$ cat config.mk
export PLATFORM = sky130hd
export DESIGN_NAME = proc_status_unit
export DESIGN_NICKNAME = d
export VERILOG_FILES = /design/src/rtl/ps_pkg.sv /design/src/rtl/ps_flag_next.sv /design/src/rtl/ps_bank_addr.sv /design/src/rtl/ps_irq_gate.sv /design/src/rtl/proc_status_unit.sv
export SDC_FILE = /design/constraint.sdc
export NUM_CORES = 1
export LEC_CHECK = 0
export ABC_AREA = 1
export BUFFER_PORTS_ARGS = -buffer_cell sky130_fd_sc_hd__buf_4
export CORE_UTILIZATION = 36
export DETAILED_ROUTE_END_ITERATION = 10
export GPL_TIMING_DRIVEN = 0
export HOLD_SLACK_MARGIN = 0.03
export PLACE_DENSITY = 0.82
export SLEW_MARGIN = 20
export SYNTH_ARGS = -nofsm -noshare
export SYNTH_HDL_FRONTEND = slang
export SYNTH_HIERARCHICAL = 1
export SYNTH_SLANG_ARGS = --single-unit
export TNS_END_PERCENT = 5
$ cat constraint.sdc
create_clock -name clk -period 1.6 [get_ports clk]
set_input_delay 0.16 -clock clk [delete_from_list [all_inputs] [get_ports clk]]
set_output_delay 0.16 -clock clk [all_outputs]
set_load 0.01 [all_outputs]
$ cat src/rtl/ps_pkg.sv
// Package: shared widths, layout constants and the condition-code type for
// the processor status unit. Assumes an 8-bit datapath and 16-bit addresses.
package ps_pkg;
    localparam int RP_W    = 5;   // bank pointer width
    localparam int SEL_W   = 3;   // register selector width
    localparam int LVL_W   = 2;   // interrupt level width
    localparam int DATA_W  = 8;   // ALU result width
    localparam int PS_W    = 16;  // status word width
    localparam int ADDR_W  = 16;  // register address width
    localparam int NUM_AFL = 5;   // arithmetic flags with own enables

    // Indices of the arithmetic flags inside the enable vector
    localparam int FL_C = 0;
    localparam int FL_V = 1;
    localparam int FL_Z = 2;
    localparam int FL_N = 3;
    localparam int FL_H = 4;

    localparam logic [ADDR_W-1:0] REG_PAGE = 16'h0100;
    localparam int RP_LSB = PS_W - RP_W;
    // Bits that a full write may set; bits between the pointer and CCR read 0
    localparam logic [PS_W-1:0] PS_WMASK = {{RP_W{1'b1}}, {(PS_W-RP_W-DATA_W){1'b0}}, {DATA_W{1'b1}}};
    localparam logic [LVL_W-1:0] IL_RESET = '1;

    typedef struct packed {
        logic             h;
        logic             ie;
        logic [LVL_W-1:0] il;
        logic             n;
        logic             z;
        logic             v;
        logic             c;
    } ccr_t;
endpackage

$ cat src/rtl/ps_flag_next.sv
// Module: next-value logic for the five arithmetic flags.
// Computes each flag's candidate from the ALU inputs and selects it only when
// that flag's enable is set. Assumes vector index order H,N,Z,V,C = 4..0.
module ps_flag_next
    import ps_pkg::*;
#(
    parameter int DW = DATA_W
) (
    input  logic [DW-1:0]      result,
    input  logic               half_c,
    input  logic               carry,
    input  logic               ovf,
    input  logic [NUM_AFL-1:0] we,
    input  logic [NUM_AFL-1:0] cur,
    output logic [NUM_AFL-1:0] nxt
);
    logic [NUM_AFL-1:0] cand;

    // Candidate flag values derived from the ALU outputs
    always_comb begin
        cand       = '0;
        cand[FL_H] = half_c;
        cand[FL_N] = result[DW-1];
        cand[FL_Z] = (result == '0);
        cand[FL_V] = ovf;
        cand[FL_C] = carry;
    end

    // One enable-controlled select per flag
    for (genvar i = 0; i < NUM_AFL; i++) begin : g_sel
        assign nxt[i] = we[i] ? cand[i] : cur[i];
    end
endmodule

$ cat src/rtl/ps_bank_addr.sv
// Module: maps bank pointer and register selector onto a register address.
// Address = PAGE + (pointer * 2**SW) + selector. Assumes the slot range fits
// inside the page without carry into the page bits.
module ps_bank_addr #(
    parameter int               PW   = 5,
    parameter int               SW   = 3,
    parameter int               AW   = 16,
    parameter logic [AW-1:0]    PAGE = 16'h0100
) (
    input  logic [PW-1:0] rp,
    input  logic [SW-1:0] sel,
    output logic [AW-1:0] addr
);
    localparam int IDX_W = PW + SW;
    logic [IDX_W-1:0] slot;

    // Concatenate pointer and selector into the offset within the page
    always_comb slot = {rp, sel};

    // Offset the slot into the fixed register page
    always_comb addr = PAGE + AW'(slot);
endmodule

$ cat src/rtl/ps_irq_gate.sv
// Module: interrupt acceptance check. A request is taken only when enabled
// and strictly more urgent (numerically lower) than the current level.
// Purely combinational; the caller stores the new level.
module ps_irq_gate #(
    parameter int LW = 2
) (
    input  logic          req,
    input  logic [LW-1:0] lvl,
    input  logic          ie,
    input  logic [LW-1:0] cur_il,
    output logic          accept
);
    // Accept when enabled, requested and strictly more urgent
    always_comb accept = req && ie && (lvl < cur_il);
endmodule

$ cat src/rtl/proc_status_unit.sv
// Module: processor status register with bank addressing and interrupt gate.
// Holds bank pointer and condition codes, applies ALU flag updates, level
// loads on accepted interrupts and full writes (full write wins). Assumes a
// synchronous active-low reset and a single clock.
module proc_status_unit
    import ps_pkg::*;
(
    input  logic                clk,
    input  logic                rst_n,
    input  logic                ps_wr_en,
    input  logic [PS_W-1:0]     ps_wr_data,
    input  logic [DATA_W-1:0]   alu_result,
    input  logic                alu_half_carry,
    input  logic                alu_carry,
    input  logic                alu_ovf,
    input  logic [NUM_AFL-1:0]  flag_we,
    input  logic [SEL_W-1:0]    op_sel,
    output logic [ADDR_W-1:0]   reg_addr,
    input  logic                irq_req,
    input  logic [LVL_W-1:0]    irq_level,
    output logic                irq_accept,
    output logic [PS_W-1:0]     ps_out
);
    logic [PS_W-1:0]    ps_q, ps_d;
    logic [RP_W-1:0]    rp;
    ccr_t               ccr, ccr_d;
    logic [NUM_AFL-1:0] afl_cur, afl_nxt;

    // Field views of the stored word
    always_comb begin
        rp  = ps_q[PS_W-1:RP_LSB];
        ccr = ccr_t'(ps_q[DATA_W-1:0]);
    end

    // Pack the arithmetic flags in enable-vector order
    always_comb begin
        afl_cur       = '0;
        afl_cur[FL_H] = ccr.h;
        afl_cur[FL_N] = ccr.n;
        afl_cur[FL_Z] = ccr.z;
        afl_cur[FL_V] = ccr.v;
        afl_cur[FL_C] = ccr.c;
    end

    ps_flag_next #(.DW(DATA_W)) u_flags (
        .result (alu_result),
        .half_c (alu_half_carry),
        .carry  (alu_carry),
        .ovf    (alu_ovf),
        .we     (flag_we),
        .cur    (afl_cur),
        .nxt    (afl_nxt)
    );

    ps_irq_gate #(.LW(LVL_W)) u_irq (
        .req    (irq_req),
        .lvl    (irq_level),
        .ie     (ccr.ie),
        .cur_il (ccr.il),
        .accept (irq_accept)
    );

    ps_bank_addr #(.PW(RP_W), .SW(SEL_W), .AW(ADDR_W), .PAGE(REG_PAGE)) u_addr (
        .rp   (rp),
        .sel  (op_sel),
        .addr (reg_addr)
    );

    // Next status word: flags, then level load, full write overriding both
    always_comb begin
        ccr_d    = ccr;
        ccr_d.h  = afl_nxt[FL_H];
        ccr_d.n  = afl_nxt[FL_N];
        ccr_d.z  = afl_nxt[FL_Z];
        ccr_d.v  = afl_nxt[FL_V];
        ccr_d.c  = afl_nxt[FL_C];
        if (irq_accept) ccr_d.il = irq_level;
        ps_d = {rp, {(PS_W-RP_W-DATA_W){1'b0}}, ccr_d};
        if (ps_wr_en) ps_d = ps_wr_data & PS_WMASK;
    end

    // Status register with synchronous reset to pointer 0, level 3
    always_ff @(posedge clk) begin
        if (!rst_n) ps_q <= {{(PS_W-DATA_W){1'b0}}, 2'b00, IL_RESET, 4'b0000};
        else        ps_q <= ps_d;
    end

    assign ps_out = ps_q;

    AST_WRITE_LOADS: assert property (@(posedge clk) disable iff (!rst_n)
        ps_wr_en |=> ps_out == ($past(ps_wr_data) & PS_WMASK));
    AST_IL_ON_ACCEPT: assert property (@(posedge clk) disable iff (!rst_n)
        (irq_accept && !ps_wr_en) |=> ps_out[5:4] == $past(irq_level));
    AST_IE_KEPT: assert property (@(posedge clk) disable iff (!rst_n)
        !ps_wr_en |=> $stable(ps_out[6]));
    AST_C_HOLD: assert property (@(posedge clk) disable iff (!rst_n)
        (!ps_wr_en && !flag_we[FL_C]) |=> $stable(ps_out[0]));
    AST_ACCEPT_NEEDS_IE: assert property (@(posedge clk) disable iff (!rst_n)
        irq_accept |-> (irq_req && ps_out[6] && ps_out[5:4] != 2'b00));
    AST_ADDR_IN_PAGE: assert property (@(posedge clk) disable iff (!rst_n)
        (reg_addr - REG_PAGE) < 16'd256);
    AST_GAP_ZERO: assert property (@(posedge clk) disable iff (!rst_n)
        $past(ps_wr_en) |-> ps_out[10:8] == 3'b000);
endmodule

==> metrics.csv, run 1 <==
stage,metric,value,unit
worst_setup_path,cells on worst reg2reg path,8,
floorplanning,die area,0.00234,mm2
layout,fin util,64.2,%
clock_tree,clock slew at reported path FFs,0.08,ns
worst_setup_path,"Arr. time, crit path",1.33,ns
layout,most frequent cells in the layout,"75 x buf_4, 25 x nor2_1, 13 x dfxtp_1",
sta,Max Clock Skew,0.000567,ns
floorplanning,num rows,16,
pwr,sw frac,27.7,%
detailed_routing,routed len/inst,9.80,um
clock_tree,Post-CTS Hold Fix Bufs,0,
pwr,sequential power share,43.3,%
grt,first-pass GRT wire length,3.20,mm
floorplanning,Die Wd,48.4,um
detailed_routing,DR iter-0 viols,4,
grt,vias in the first global route,807,
synth,count of cell types in the netlist,17,
synth,register area share after synthesis,33.6,%
detailed_routing,via count,865,
synth,"Avg Cell Area, Syn",7.17,um2
grt,initial antenna violation count,0,
grt,largest net degree at the start of global routing,11,
detailed_routing,DR pass1 iterations,4,
synth,synthesized area,774,um2
sta,Tmin final,1.49,ns
worst_setup_path,critical path launch point type,flop,
clock_tree,TritonCTS clock tree,done,
sta,Fin Setup TNS,0,ns
layout,Antenna Cells,0,
worst_setup_path,Reg2Reg Setup Slack,0.37,ns
synth,post-synthesis register bit count,13,
min_path,Hold Path Class,input port to flop,
clock_tree,clk buf depth,2,
pwr,cell area power density,652,mW/mm2
layout,footprint of the multi-input gates,344,um2
clock_tree,# Post-CTS Setup Buffers,0,
worst_setup_path,FF-to-FF End,ps_out[5],
pwr,Max VDD drop,0.000368,V
clock_tree,Worst-Skew Late Latency,0.28,ns
clock_tree,CTS Root Cell,clkbuf_4,
synth,Yosys top cell by area,dfxtp_1,
placed_design,IO buf count,56,
clock_tree,clk sinks,13,
layout,Area Growth Syn to Fin,65.9,%
layout,layout cell share with drive strength beyond 1,50.6,%
worst_setup_path,critical path class,flop to output pin,
layout,"most common cell after layout, fill and taps aside",buf_4,
clock_tree,H-tree lvl count,1,
sta,Max Freq,0.670,GHz
sta,max-slew violations,0,
layout,Sequential Area,260,um2
synth,top cell type's share of synthesized area,33.6,%
layout,Final nets,219,
detailed_routing,vias per cell,4.26,
placed_design,RD Place Congestion,0.647,
clock_tree,Inserted Clock Buffers,3,
min_path,hold_sp,ps_wr_data[4],
detailed_routing,Detail Route Antenna Nets,0,
layout,max reg flops,13,
worst_setup_path,element type at the critical path end,output pin,
synth,Ys Warns,6,
detailed_routing,Remaining DRCs,0,
sta,final worst-path cycle share,93.3,%
worst_setup_path,Worst Path Required,1.44,ns
sta,Final Hold Fails,0,
pwr,sw power,0.232,mW
pwr,Pint,0.605,mW
floorplanning,io pins,74,
detailed_routing,Total Wirelength,1.99,mm
pwr,Logic pwr share,31.9,%
outcome,outcome,finished clean,
clock_tree,Post-CTS Resized,0,
layout,Filler Cell Count,195,
worst_setup_path,Worst Path Max Fanout,4,
floorplanning,core area,0.00200,mm2
floorplanning,die height,48.4,um
min_path,Min-Delay Endpoint,ps_out[4],
pwr,Clock power frac,24.8,%
placed_design,DP HPWL,1.61,mm
synth,cells after synthesis,108,
grt,GRT Residual Overflow,0,
sta,RSZ-0062 raised after global routing,no,
worst_setup_path,Reg2Reg Launch Point,ps_out[5],
sta,Finish-stage setup viols,0,
job,Max Cap Violations,0,
floorplanning,Initial Util,38.7,%
synth,largest cells by area after synthesis,"dfxtp_1 34%, buf_4 18%, nor2_1 12%",
grt,GRT Overall Usage,17.6,%
min_path,cell count of the worst hold path,3,
pwr,Static Leakage,0.730,nW
## synth_stat cells, drive strengths merged
library cell   n
nor2          28
buf           22
dfxtp         13
nand2         11
o21ai         11
inv            8
mux2           4
nand3          4
conb           3
a21oi          2
and2           1
ha             1
## cell families (layout without fill, tap and decap cells)
logic type / count (synthesis) / in the layout / share of synthesized area (%)
DFF: 13 / 13 / 33.6
buffers and inverters: 30 / 90 / 25.8
other: 3 / 11 / 1.45
adders and majority gates: 1 / 1 / 1.62
and+or+nand+nor: 44 / 44 / 23.3
muxes: 4 / 4 / 5.82
AOI/OAI and AO/OA: 13 / 13 / 8.40
## layer usage
metal,vias to the layer above,part of all wire (%),GRT usage [%]
met5,-,0,0
met4,0,1.7,8.82
met3,5,10,4.40
met2,52,50,34.5
met1,370,38,16.6
li1,438,-,-
## how the worst max path moves through the flow
| stage | slack [ns] | endpoint | startpoint |
|---|---|---|---|
| final | 0.11 | irq_accept | ps_out[5] |
| after floorplan | 0.40 | ps_out[4] | ps_out[5] |
| after CTS | 0.11 | irq_accept | ps_out[5] |
| after global routing | 0.04 | irq_accept | ps_out[5] |
| after detailed placement | 0.42 | ps_out[4] | ps_out[5] |
| after global placement | 0.46 | ps_out[5] | ps_out[5] |
## cell type report
type / count / share of cell area [%]
repair buffers: 56 / 32.7
multi-input cells: 73 / 26.8
clock buffers: 4 / 2.04
inverters: 8 / 2.34
flip-flops and latches: 13 / 20.3
plain buffers: 22 / 13.2
well taps: 27 / 2.63
## worst max-delay path, stage by stage, from the launching register on
cell	delay, ns
dfxtp_1	0.37
inv_1	0.07
ha_1	0.27
nand2_1	0.07
nand2_1	0.05
inv_1	0.10
buf_4	0.13
## power groups by stage
stage	sequential, mW	combinational (mW)	clock [mW]
floorplan	0.379	0.120	0
global placement	0.369	0.261	0
detailed placement	0.370	0.268	0
CTS	0.363	0.269	0.215
global route	0.366	0.292	0.230
finish	0.363	0.267	0.207
## metrics by stage
stage / total power [mW] / instances / hold WS [ns] / area [um2] / worst slack, ns
after CTS: 0.846 / 203 / 0.0840 / 1280 / 0.113
after floorplan: 0.499 / 116 / 0.283 / 805 / 0.396
after global routing: 0.887 / 203 / 0.0787 / 1280 / 0.0431
after global placement: 0.630 / 199 / 0.375 / 1260 / 0.457
final: 0.838 / 203 / 0.0922 / 1280 / 0.107
after detailed placement: 0.638 / 199 / 0.383 / 1260 / 0.417
(Power assumes the default switching activity.)
==> run 2: changes to the inputs <==
--- a/config.mk
+++ b/config.mk
@@ -14,3 +14,2 @@
 export PLACE_DENSITY = 0.82
-export SLEW_MARGIN = 20
 export SYNTH_ARGS = -nofsm -noshare
==> constraint.sdc (replaced) <==
create_clock -name clk -period 1.6 [get_ports clk]
set_input_delay 0.32 -clock clk [delete_from_list [all_inputs] [get_ports clk]]
set_output_delay 0.32 -clock clk [all_outputs]
set_load 0.01 [all_outputs]
==> run 2 against run 1 <==
Critical path depth unchanged. Final cell count increased by 0.99%. Core utilization increased by 1.6 points. Power increased by 1.0%. First-iteration DRC count increased to 2.8 times the previous value. Global-route usage decreased by 0.19 points. Worst hold slack improved by 0.16 ns. Cell area increased by 2.5%. Clock power about the same. Combinational power increased by 4%.
==> metrics.csv, run 2 (synthesis results as in run 1) <==
stage,metric,value,unit
pwr,sequential power share,43.0,%
pwr,Clock power frac,24.3,%
floorplanning,Initial Util,38.7,%
floorplanning,core area,0.00200,mm2
clock_tree,clk sinks,13,
worst_setup_path,"Arr. time, crit path",1.20,ns
grt,initial antenna violation count,0,
layout,layout cell share with drive strength beyond 1,53.4,%
pwr,sw frac,27.7,%
placed_design,Post-Place Cells,199,
placed_design,dpl ws,0.220,ns
worst_setup_path,crit-path cells,inv_2 > ha_4 > nand2_1 > nand2_1 > inv_2 > buf_6,
worst_setup_path,slowest CP cell,dfxtp_2,
worst_setup_path,critical path class,flop to output pin,
pwr,Static Leakage,0.736,nW
clock_tree,Worst-Skew Late Latency,0.27,ns
detailed_routing,vias per cell,4.33,
floorplanning,num rows,16,
detailed_routing,DR pass1 iterations,4,
floorplanning,die height,48.4,um
detailed_routing,Detail Route Antenna Nets,0,
pwr,sw power,0.235,mW
detailed_routing,routed len/inst,10.0,um
clock_tree,CTS Root Cell,clkbuf_4,
placed_design,RD Place Congestion,0.647,
floorplanning,die area,0.00234,mm2
sta,RSZ-0062 raised after global routing,no,
clock_tree,Post-CTS Hold Fix Bufs,0,
grt,largest net degree at the start of global routing,11,
worst_setup_path,element type at the critical path end,output pin,
layout,footprint of the multi-input gates,357,um2
pwr,Pint,0.612,mW
clock_tree,TritonCTS clock tree,done,
layout,Filler Cell Count,196,
sta,final worst-path cycle share,95.3,%
placed_design,IO buf count,56,
pwr,Max VDD drop,0.000341,V
sta,Finish-stage setup viols,0,
job,Max Cap Violations,0,
layout,most frequent cells in the layout,"76 x buf_4, 25 x nor2_1, 12 x dfxtp_1",
pwr,Logic pwr share,32.8,%
placed_design,DP HPWL,1.61,mm
worst_setup_path,critical path launch point type,flop,
layout,final non-filler cell total,205,
clock_tree,clock slew at reported path FFs,0.08,ns
worst_setup_path,Worst path max stage delay,0.36,ns
sta,Final Hold Fails,0,
clock_tree,Inserted Clock Buffers,3,
worst_setup_path,Worst Path Required,1.28,ns
layout,max reg flops,13,
layout,"most common cell after layout, fill and taps aside",buf_4,
layout,Area Growth Syn to Fin,70.1,%
sta,WHS,0.252,ns
sta,Max Freq,0.656,GHz
floorplanning,Die Wd,48.4,um
grt,GRT Residual Overflow,0,
outcome,outcome,finished clean,
grt,GRT Overall Usage,17.4,%
grt,vias in the first global route,808,
pwr,cell area power density,642,mW/mm2
detailed_routing,Total Wirelength,2.06,mm
detailed_routing,DR iter-0 viols,11,
sta,max-slew violations,0,
worst_setup_path,Worst Path Max Fanout,3,
layout,Final nets,221,
sta,Tmin final,1.52,ns
clock_tree,clk buf depth,2,
detailed_routing,Remaining DRCs,0,
sta,Fin Setup TNS,0,ns
layout,Sequential Area,262,um2
clock_tree,H-tree lvl count,1,
floorplanning,io pins,74,
detailed_routing,via count,887,
sta,"Worst Setup Slack, final",0.0753,ns
grt,first-pass GRT wire length,3.19,mm
sta,Max Clock Skew,0.00290,ns
layout,Antenna Cells,0,
min_path,Hold Path Class,input port to flop,
[run 2: cell count changes in the layout (fill, tap and decap cells not counted), sizes merged]
cell  previous run  this run
buf             78        80
[run 2: cell type report]
| type | instances | share of cell area, % |
|---|---|---|
| inverter | 8 | 2.28 |
| timing repair buffer | 58 | 33.3 |
| sequential | 13 | 19.8 |
| buffer | 22 | 12.9 |
| multi-input combinational | 73 | 27.1 |
| tap | 27 | 2.56 |
| clock buffer | 4 | 1.99 |
[run 2: final timing paths]
path,cells after the start,start,end,slack [ns]
hold reg to reg,2,ps_out[5],ps_out[5],0.51
setup / recovery,6,ps_out[5],irq_accept,0.08
setup reg to reg,9,ps_out[5],ps_out[5],0.34
hold / removal,3,ps_wr_data[4],ps_out[4],0.25
[run 2: per-layer routing]
layer | track usage [%] | wire length [um]
met5 | 0 | 0
met4 | 7.35 | 48
met3 | 4.40 | 226
met2 | 34.5 | 1020
met1 | 16.7 | 758
[run 2: worst max-delay path: cells and delay by family (launching register included)]
family	cells	cell delay [ns]
and+or+nand+nor	2	0.11
adders and majority gates	1	0.25
buffers and inverters	3	0.22
DFF	1	0.36
[run 2: what timing repair did]
| item | 4_1_cts | 5_1_grt |
|---|---|---|
| endpoints found under the setup margin | 1 | 1 |
| gates resized for setup | 2 | 3 |
| setup buffers | 0 | 2 |
| pin swaps | 0 | 2 |
[run 2: power groups by stage]
| stage | Combinational, mW | Clock, mW | Sequential, mW |
|---|---|---|---|
| floorplan | 0.120 | 0 | 0.379 |
| global placement | 0.261 | 0 | 0.369 |
| detailed placement | 0.268 | 0 | 0.370 |
| CTS | 0.269 | 0.215 | 0.363 |
| global route | 0.303 | 0.230 | 0.367 |
| finish | 0.277 | 0.205 | 0.364 |
[run 2: metrics by stage]
step / utilization, % / power, mW / area [um2]
4_1_cts: 64.3 / 0.847 / 1290
2_1_floorplan: - / 0.499 / 805
6_report: 65.8 / 0.846 / 1320
3_5_place_dp: 62.9 / 0.638 / 1260
5_1_grt: 65.8 / 0.899 / 1320
3_3_place_gp: 62.9 / 0.630 / 1260
==> run 3: changes to the inputs <==
- PLACE_DENSITY: 0.82 -> 0.79
==> run 3 against run 2 <==
Register-to-register slack improved by 0.07 ns. Maximum frequency increased by 1.7%. Worst hold slack gained 0.015 ns. Global-route usage down 1.2 points. Largest cell class unchanged. Largest power group unchanged.
==> metrics.csv, run 3 (synthesis results as in run 1) <==
stage,metric,value,unit
sta,"Worst Setup Slack, final",0.101,ns
detailed_routing,DR iter-0 viols,10,
grt,GRT Overall Usage,16.2,%
sta,WHS,0.267,ns
grt,GRT Residual Overflow,0,
floorplanning,Die Wd,48.4,um
sta,final worst-path cycle share,93.7,%
clock_tree,TritonCTS clock tree,done,
clock_tree,clk sinks,13,
sta,Max Freq,0.667,GHz
clock_tree,CTS Root Cell,clkbuf_4,
clock_tree,Worst-Skew Late Latency,0.27,ns
min_path,Hold Path Class,input port to flop,
placed_design,IO buf count,56,
sta,RSZ-0062 raised after global routing,no,
worst_setup_path,"Arr. time, crit path",1.18,ns
layout,"most common cell after layout, fill and taps aside",buf_4,
detailed_routing,Remaining DRCs,0,
pwr,power consumption,0.832,mW
placed_design,Post-Place Cells,199,
layout,most frequent cells in the layout,"75 x buf_4, 25 x nor2_1, 12 x dfxtp_1",
grt,first-pass GRT wire length,3.06,mm
sta,Final Hold Fails,0,
grt,largest net degree at the start of global routing,11,
job,Max Cap Violations,0,
layout,max reg flops,13,
worst_setup_path,Worst Path Max Fanout,4,
grt,vias in the first global route,771,
clock_tree,H-tree lvl count,1,
worst_setup_path,element type at the critical path end,output pin,
worst_setup_path,critical path class,flop to output pin,
sta,Finish-stage setup viols,0,
sta,Fin Setup TNS,0,ns
grt,initial antenna violation count,0,
placed_design,dpl ws,0.218,ns
clock_tree,Post-CTS Hold Fix Bufs,0,
layout,Final nets,220,
sta,Tmin final,1.50,ns
pwr,Max VDD drop,0.000486,V
layout,Antenna Cells,0,
pwr,cell area power density,635,mW/mm2
layout,Area Growth Syn to Fin,69.1,%
floorplanning,core area,0.00200,mm2
floorplanning,Initial Util,38.7,%
clock_tree,Inserted Clock Buffers,3,
detailed_routing,Detail Route Antenna Nets,0,
detailed_routing,via count,842,
detailed_routing,routed len/inst,9.15,um
outcome,outcome,finished clean,
pwr,Static Leakage,0.731,nW
detailed_routing,DR pass1 iterations,4,
sta,Max Clock Skew,0.00362,ns
detailed_routing,vias per cell,4.13,
layout,layout cell share with drive strength beyond 1,53.1,%
clock_tree,clk buf depth,2,
layout,final non-filler cell total,204,
worst_setup_path,Worst Path Required,1.28,ns
worst_setup_path,critical path launch point type,flop,
sta,max-slew violations,0,
floorplanning,num rows,16,
clock_tree,clock slew at reported path FFs,0.08,ns
floorplanning,die height,48.4,um
placed_design,RD Place Congestion,0.694,
placed_design,DP HPWL,1.49,mm
floorplanning,die area,0.00234,mm2
detailed_routing,Total Wirelength,1.87,mm
floorplanning,io pins,74,
[run 3: cell count changes in the layout (fill, tap and decap cells not counted), sizes merged]
cell	delta
buf	-1
[run 3: repair_timing]
item	CTS	global route
buffers inserted	0	1
pin swaps	0	2
gates resized for setup	2	3
endpoints found under the setup margin	1	1
[run 3: final timing paths]
kind / start / end / slack [ns] / cells after the start
max reg2reg: ps_out[5] / ps_out[4] / 0.41 / 8
max: ps_out[5] / irq_accept / 0.10 / 6
min: ps_wr_data[5] / ps_out[5] / 0.27 / 3
min reg2reg: ps_out[5] / ps_out[5] / 0.50 / 2
[run 3: per-layer routing]
| metal | part of all wire, % | track usage (%) |
|---|---|---|
| met5 | 0 | 0 |
| met4 | 0 | 4.41 |
| met3 | 13 | 5.97 |
| met2 | 47 | 29.6 |
| met1 | 40 | 17.5 |
[run 3: cell type report]
type                       instances  area, um2
timing repair buffer              57        432
multi-input combinational         73        357
inverter                           8       30.0
tap                               27       33.8
sequential                        13        262
clock buffer                       4       26.3
buffer                            22        170
fill                             195        692
[run 3: report_power, final]
part	internal [mW]	total [mW]	switching, mW
combinational	0.164	0.271	0.107
sequential	0.348	0.363	0.0157
clock	0.0963	0.198	0.102
total	0.608	0.832	0.224
[run 3: critical path: stages (launching register included)]
cell and delay [ns]:
dfxtp_2 0.35, inv_2 0.05, ha_4 0.24, nand2_1 0.04, nand2_1 0.06, inv_2 0.05
buf_6 0.11
[run 3: per-stage QoR]
stage | instance area, um2 | util (%)
5_1_grt | 1310 | 65.4
2_1_floorplan | 805 | -
3_5_place_dp | 1260 | 62.9
3_3_place_gp | 1260 | 62.9
4_1_cts | 1290 | 64.3
6_report | 1310 | 65.4
